<file path="src/rtl/dit_pkg.sv">
package dit_pkg;
  localparam int NUM_TIMERS = 2;
  localparam int NUM_REGS   = 2 * NUM_TIMERS;
  localparam int IDX_W      = $clog2(NUM_REGS);
  localparam int ADDR_W     = IDX_W + 2;
  localparam int TMR_SAMPLE = 0;
  localparam int TMR_TEMPO  = 1;
endpackage

</file>
<file path="src/rtl/dit_regfile.sv">
module dit_regfile
  import dit_pkg::*;
#(
  parameter int REG_W = 16
) (
  input  logic                              clk,
  input  logic                              rst_n,
  input  logic                              wr_en,
  input  logic                              wr_byte,
  input  logic [ADDR_W-1:0]                 addr,
  input  logic [REG_W-1:0]                  wdata,
  output logic [REG_W-1:0]                  rdata,
  output logic [NUM_TIMERS-1:0][REG_W-1:0]  pre_q,
  output logic [NUM_TIMERS-1:0][REG_W-1:0]  div_q,
  output logic [NUM_TIMERS-1:0][REG_W-1:0]  pre_d,
  output logic [NUM_TIMERS-1:0][REG_W-1:0]  div_d,
  output logic [NUM_TIMERS-1:0]             restart
);
  localparam int HALF = REG_W / 2;

  logic [NUM_REGS-1:0][REG_W-1:0] regs_q, regs_d;
  logic [IDX_W-1:0]               idx;
  logic                           lane_ok, wr_hit;

  assign idx     = addr[ADDR_W-1:2];
  assign lane_ok = !addr[1] && (wr_byte || !addr[0]);
  assign wr_hit  = wr_en && lane_ok;

  always_comb begin
    regs_d = regs_q;
    for (int r = 0; r < NUM_REGS; r++) begin
      if (wr_hit && idx == IDX_W'(r)) begin
        if (!wr_byte)
          regs_d[r] = wdata;
        else if (!addr[0])
          regs_d[r][REG_W-1:HALF] = wdata[HALF-1:0];
        else
          regs_d[r][HALF-1:0] = wdata[HALF-1:0];
      end
    end
  end

  always_ff @(posedge clk) begin
    if (!rst_n) regs_q <= '1;
    else        regs_q <= regs_d;
  end

  assign rdata = regs_q[idx];

  generate
    for (genvar t = 0; t < NUM_TIMERS; t++) begin : g_tmr_map
      assign pre_q[t]   = regs_q[2*t];
      assign div_q[t]   = regs_q[2*t+1];
      assign pre_d[t]   = regs_d[2*t];
      assign div_d[t]   = regs_d[2*t+1];
      assign restart[t] = wr_hit && (idx[IDX_W-1:1] == (IDX_W-1)'(t));
    end
  endgenerate

  AST_IGNORED_LANE: assert property (@(posedge clk) disable iff (!rst_n)
    (wr_en && !lane_ok) |=> $stable(regs_q));
  AST_HIGH_BYTE_KEEPS_LOW: assert property (@(posedge clk) disable iff (!rst_n)
    (wr_hit && wr_byte && !addr[0]) |=> (regs_q[$past(idx)][HALF-1:0] == $past(regs_q[idx][HALF-1:0])));
  AST_LOW_BYTE_KEEPS_HIGH: assert property (@(posedge clk) disable iff (!rst_n)
    (wr_hit && wr_byte && addr[0]) |=> (regs_q[$past(idx)][REG_W-1:HALF] == $past(regs_q[idx][REG_W-1:HALF])));
endmodule

</file>
<file path="src/rtl/dit_tick_counter.sv">
module dit_tick_counter #(
  parameter int REG_W = 16,
  parameter int CNT_W = 2 * (REG_W + 1)
) (
  input  logic             clk,
  input  logic             rst_n,
  input  logic             restart,
  input  logic [REG_W-1:0] pre_q,
  input  logic [REG_W-1:0] div_q,
  input  logic [REG_W-1:0] pre_d,
  input  logic [REG_W-1:0] div_d,
  output logic             irq
);
  logic [CNT_W-1:0] cnt_q;
  logic [CNT_W-1:0] span_now, span_new;

  function automatic logic [CNT_W-1:0] span(input logic [REG_W-1:0] a, input logic [REG_W-1:0] b);
    logic [CNT_W-1:0] a1, b1;
    a1 = CNT_W'(a) + CNT_W'(1);
    b1 = CNT_W'(b) + CNT_W'(1);
    if (a == '0 || b == '0) return '0;
    return a1 * b1;
  endfunction

  assign span_now = span(pre_q, div_q);
  assign span_new = span(pre_d, div_d);

  always_ff @(posedge clk) begin
    if (!rst_n) begin
      cnt_q <= '0;
      irq   <= 1'b0;
    end else begin
      irq <= 1'b0;
      if (restart) begin
        cnt_q <= span_new;
      end else if (cnt_q == CNT_W'(1)) begin
        cnt_q <= span_now;
        irq   <= 1'b1;
      end else if (cnt_q != '0) begin
        cnt_q <= cnt_q - CNT_W'(1);
      end
    end
  end

  AST_SINGLE_PULSE: assert property (@(posedge clk) disable iff (!rst_n)
    irq |=> !irq);
  AST_WRITE_WINS: assert property (@(posedge clk) disable iff (!rst_n)
    restart |=> !irq);
  AST_STOPPED_HOLDS: assert property (@(posedge clk) disable iff (!rst_n)
    (pre_q == '0 || div_q == '0) |-> (cnt_q == '0 && !irq));
  AST_PULSE_AT_END: assert property (@(posedge clk) disable iff (!rst_n)
    irq |-> ($past(cnt_q) == CNT_W'(1)));
  AST_NO_OVERFLOW: assert property (@(posedge clk) disable iff (!rst_n)
    cnt_q[CNT_W-1] == 1'b0);
endmodule

</file>
<file path="src/rtl/dual_interval_timer.sv">
module dual_interval_timer
  import dit_pkg::*;
#(
  parameter int REG_W = 16
) (
  input  logic              clk,
  input  logic              rst_n,
  input  logic              wr_en,
  input  logic              wr_byte,
  input  logic [ADDR_W-1:0] addr,
  input  logic [REG_W-1:0]  wdata,
  output logic [REG_W-1:0]  rdata,
  output logic              irq_sample,
  output logic              irq_tempo
);
  localparam int CNT_W = 2 * (REG_W + 1);

  logic [NUM_TIMERS-1:0][REG_W-1:0] pre_q, div_q, pre_d, div_d;
  logic [NUM_TIMERS-1:0]            restart;
  logic [NUM_TIMERS-1:0]            irq_vec;

  dit_regfile #(.REG_W(REG_W)) u_regs (
    .clk     (clk),
    .rst_n   (rst_n),
    .wr_en   (wr_en),
    .wr_byte (wr_byte),
    .addr    (addr),
    .wdata   (wdata),
    .rdata   (rdata),
    .pre_q   (pre_q),
    .div_q   (div_q),
    .pre_d   (pre_d),
    .div_d   (div_d),
    .restart (restart)
  );

  generate
    for (genvar t = 0; t < NUM_TIMERS; t++) begin : g_tmr
      dit_tick_counter #(.REG_W(REG_W), .CNT_W(CNT_W)) u_cnt (
        .clk     (clk),
        .rst_n   (rst_n),
        .restart (restart[t]),
        .pre_q   (pre_q[t]),
        .div_q   (div_q[t]),
        .pre_d   (pre_d[t]),
        .div_d   (div_d[t]),
        .irq     (irq_vec[t])
      );
    end
  endgenerate

  assign irq_sample = irq_vec[TMR_SAMPLE];
  assign irq_tempo  = irq_vec[TMR_TEMPO];

  AST_ONE_TIMER_RESTARTS: assert property (@(posedge clk) disable iff (!rst_n)
    $onehot0(restart));
endmodule

</file>
<file path="config.mk">
export PLATFORM = sky130hd
export DESIGN_NAME = dual_interval_timer
export DESIGN_NICKNAME = d
export VERILOG_FILES = /design/src/rtl/dit_pkg.sv /design/src/rtl/dit_regfile.sv /design/src/rtl/dit_tick_counter.sv /design/src/rtl/dual_interval_timer.sv
export SDC_FILE = /design/constraint.sdc
export NUM_CORES = 2
export LEC_CHECK = 0
export BUFFER_PORTS_ARGS = -buffer_cell sky130_fd_sc_hd__buf_2
export CAP_MARGIN = 20
export CELL_PAD_IN_SITES_DETAIL_PLACEMENT = 1
export CELL_PAD_IN_SITES_GLOBAL_PLACEMENT = 1
export CORE_ASPECT_RATIO = 0.9
export CORE_MARGIN = 2
export CORE_UTILIZATION = 45
export DETAILED_ROUTE_END_ITERATION = 7
export PLACE_DENSITY_LB_ADDON = 0.1
export SETUP_SLACK_MARGIN = 0.4
export SYNTH_ARGS = -nofsm -noshare
export SYNTH_HDL_FRONTEND = slang
export SYNTH_SLANG_ARGS = --single-unit
</file>
<file path="constraint.sdc">
create_clock -name clk -period 20.3 [get_ports clk]
set_input_delay 2.03 -clock clk [delete_from_list [all_inputs] [get_ports clk]]
set_output_delay 2.03 -clock clk [all_outputs]
set_load 0.02 [all_outputs]
</file>
==> metrics.md <==
| Metric | Value |
|---|---|
| Post-cts sizing count | `0` |
| F_max | `84.3 MHz` |
| Reg2Reg Depth | `30` |
| Detailed placement HPWL | `134 mm` |
| Core Footprint | `roughly 100000 µm²` |
| Initial antenna violation count | `9` |
| Congestion Overflow GR | `0` |
| Seq/Total Area, Yosys | `~5.7%` |
| HP Class | `register to register` |
| Fin crit share | `58.4%` |
| First-pass GRT wire length | `roughly 260 mm` |
| Worst path max stage delay | `0.73 ns` |
| Later-pin clock latency in the skew report | `0.50 ns` |
| Setup-failing EPs final | `0` |
| EDFF count, synth | `0` |
| Setup_tns | `0 ns` |
| WL final | `around 160 mm` |
| Pwr per Cell Area | `83.5 nW/µm²` |
| Kind of end point of the critical path | `register` |
| Clock Skews | `0.0158 ns` |
| CP Class | `input port to register` |
| Most frequent CP cell | `fa_1` |
| Placed cell area | `49800 µm²` |
| Commonest cells after routing, fill and taps aside | `inv_1, nand2_1, fa_1` |
| Startpoint Class | `input port` |
| Total track usage | `30.9%` |
| Boundary pin count | `42` |
| Outcome | `completed` |
| Layout fillers | `between 10000 and 15000` |
| Seq cells post-synth | `134` |
| Largest net degree at the start of global routing | `42` |
| Drt wl/cell | `~23 µm` |
| Max-slew violations | `0` |
| Clk buf depth | `3` |
| Initial Utilization | `45.6%` |
| Mapped Nets | `just over 7000` |
| Die Ht | `312 µm` |
| Final net count | `7151` |
| Post-Syn Area per Cell | `roughly 8.2 µm²` |
| Synth top area cells | `fa_1, ha_1, inv_1` |
| Die area | `108000 µm²` |
| CP Data Arrival Time | `12.24 ns` |
| Static Leak | `0.0248 µW` |
| WHS Path Cells | `2` |
| Final count of hold timing violations | `0` |
| Largest area contributor in the netlist | `fa_1` |
| Slew @ Worst Pin | `1.20 ns` |
| Max-cap violation count | `0` |
| Yosys warning total | `0` |
| CTS H-tree depth | `4` |
| CTS tree | `built` |
| Cell variety after synth | `79` |
| CTS sink cnt | `134` |
| Via/cell ratio | `5.56` |
| Top_reg_cell synth | `dfxtp_1` |
| VDD IR max | `0.117 mV` |
| Vias in the first global route | `43700` |
| CTS Hold Bufs | `0` |
| Via count | `39700` |
| Inserted Clock Buffers | `25` |
| Layout area overhead | `6.37%` |
| Critical path data required time | `20.69 ns` |
| Commonest non-fill, non-tap cell in the layout | `inv_1` |
| Setup bufs post-CTS | `0` |
| Gpl congestion | `0.939` |
| # DRC | `0` |
| First drt pass iteration count | `5` |
| Placement row count | `around 110` |
| Width of the die | `~350 µm` |
| Cell Area, Synth | `between 40000 and 50000 µm²` |
| Min cycle time layout | `11.86 ns` |
| DRT iter0 DRCs | `2532` |
| Post-synth top area share | `37.8%` |
| Crit-path max FO | `27` |
| RSZ-0062 raised after global routing | `false` |
| Post-synth ARST share | `0%` |
| Final total power | `4210 µW` |
| Relative slew slack | `20.0%` |
| Clock root buffer | `clkbuf_16` |
| Routed Antenna Nets | `0` |
| Port Buffers | `41` |
| Final Cell Area | `50500 µm²` |
| CTS clk-pin slew, worst paths | `~0.06 ns` |
| Synthesized instance count | `a little under 6000` |
| Ratio of cells with drive above 1 in the final layout | `4.95%` |
| Worst path slowest cell | `xor2_1` |
worst max-delay path: cells and delay by family:
kind / cells / cell delay [ns]
AOI/OAI and AO/OA: 6 / 1.81
muxes: 1 / 0.15
and+or+nand+nor: 10 / 2.08
xor gates and xnor gates: 1 / 0.73
adders and majority gates: 8 / 3.83
buffers and inverters: 8 / 1.58
layout make-up:
class                           instances  area, µm²  share of cell area [%]
Sequential cell                       134       2680                    5.31
Multi-Input combinational cell       4280      39800                    78.8
Clock buffer                           29        641                    1.27
Timing Repair Buffer                  192       1360                    2.69
Clock inverter                          2       12.5                  0.0248
Antenna cell                            3       7.51                  0.0149
Inverter                             1146       4300                    8.52
Tap cell                             1368       1710                    3.39
cell families (layout without fill, tap and decap cells):
kind of cell / after synthesis / count (layout) / synth area share [%]
other cells: 0 / 3 / 0
xor+xnor: 342 / 342 / 6.36
buf+inv: 1369 / 1369 / 10.9
compound gates: 539 / 539 / 7.20
fa+ha+maj: 1348 / 1348 / 49.7
flops: 134 / 134 / 5.65
simple gates: 1987 / 1987 / 18.4
mux: 64 / 64 / 1.79
routing by layer:
layer	up-vias	track usage, %	part of all wire (%)
met1	20600	41.9	44
met2	1059	52.4	48
li1	17800	-	-
met3	236	3.23	5.0
met5	-	0	0.042
met4	10	9.06	3.3
metrics by stage:
| stage | util [%] | hold slack, ns | setup slack [ns] | cells |
|---|---|---|---|---|
| after global routing | 48.5 | 0.533 | 7.81 | 7152 |
| after detailed placement | 47.8 | 0.476 | 8.03 | 7118 |
| final | 48.5 | 0.480 | 8.44 | 7154 |
| after floorplan | - | 0.444 | 9.89 | 5783 |
| after global placement | 47.8 | 0.468 | 8.23 | 7118 |
| after CTS | 48.4 | 0.486 | 8.50 | 7149 |
synthesized netlist by cell type, drive strengths merged (10+ instances only):
| library cell | number |
|---|---|
| xnor2 | 202 |
| a31oi | 22 |
| a21oi | 160 |
| buf | 23 |
| a22oi | 21 |
| a221oi | 21 |
| nand2 | 974 |
| o21bai | 13 |
| mux4 | 16 |
| ha | 452 |
| o21ai | 106 |
| o22ai | 23 |
| nand3 | 106 |
| o21a | 17 |
| a211oi | 25 |
| inv | 1145 |
| or3 | 21 |
| mux2i | 43 |
| nor2b | 29 |
| dfxtp | 134 |
| nand4 | 25 |
| fa | 896 |
| xor2 | 140 |
| nand2b | 31 |
| nor3 | 65 |
| or2 | 15 |
| nor4 | 30 |
| a21o | 48 |
| o31ai | 10 |
| and3 | 41 |
| o211ai | 21 |
| clkbuf | 200 |
| and2 | 144 |
| nor2 | 468 |
path summary, 6_finish.rpt:
check / from / to / slack, ns
max: addr[3] / g_tmr[1].u_cnt.cnt_q[32] / 8.44
min: g_tmr[1].u_cnt.cnt_q[21] / g_tmr[1].u_cnt.cnt_q[21] / 0.48
min reg2reg: g_tmr[1].u_cnt.cnt_q[21] / g_tmr[1].u_cnt.cnt_q[21] / 0.48
max reg2reg: u_regs.pre_q[16] / g_tmr[1].u_cnt.cnt_q[32] / 10.40
registers in the layout, summed over array words and instances, names as in the netlist:
signal	flops
u_regs.pre_q	32
u_regs.div_q	32
g_tmr.u_cnt.cnt_q	68
g_tmr.u_cnt.irq	2
report_power, final:
part | switching, µW | internal [µW] | leakage (µW) | total, µW
clock network | 136 | 220 | 0.000317 | 356
registers | 47.1 | 307 | 0.00109 | 354
logic | 2210 | 1290 | 0.0234 | 3500
No activity file was read; power rests on OpenSTA's default activity.
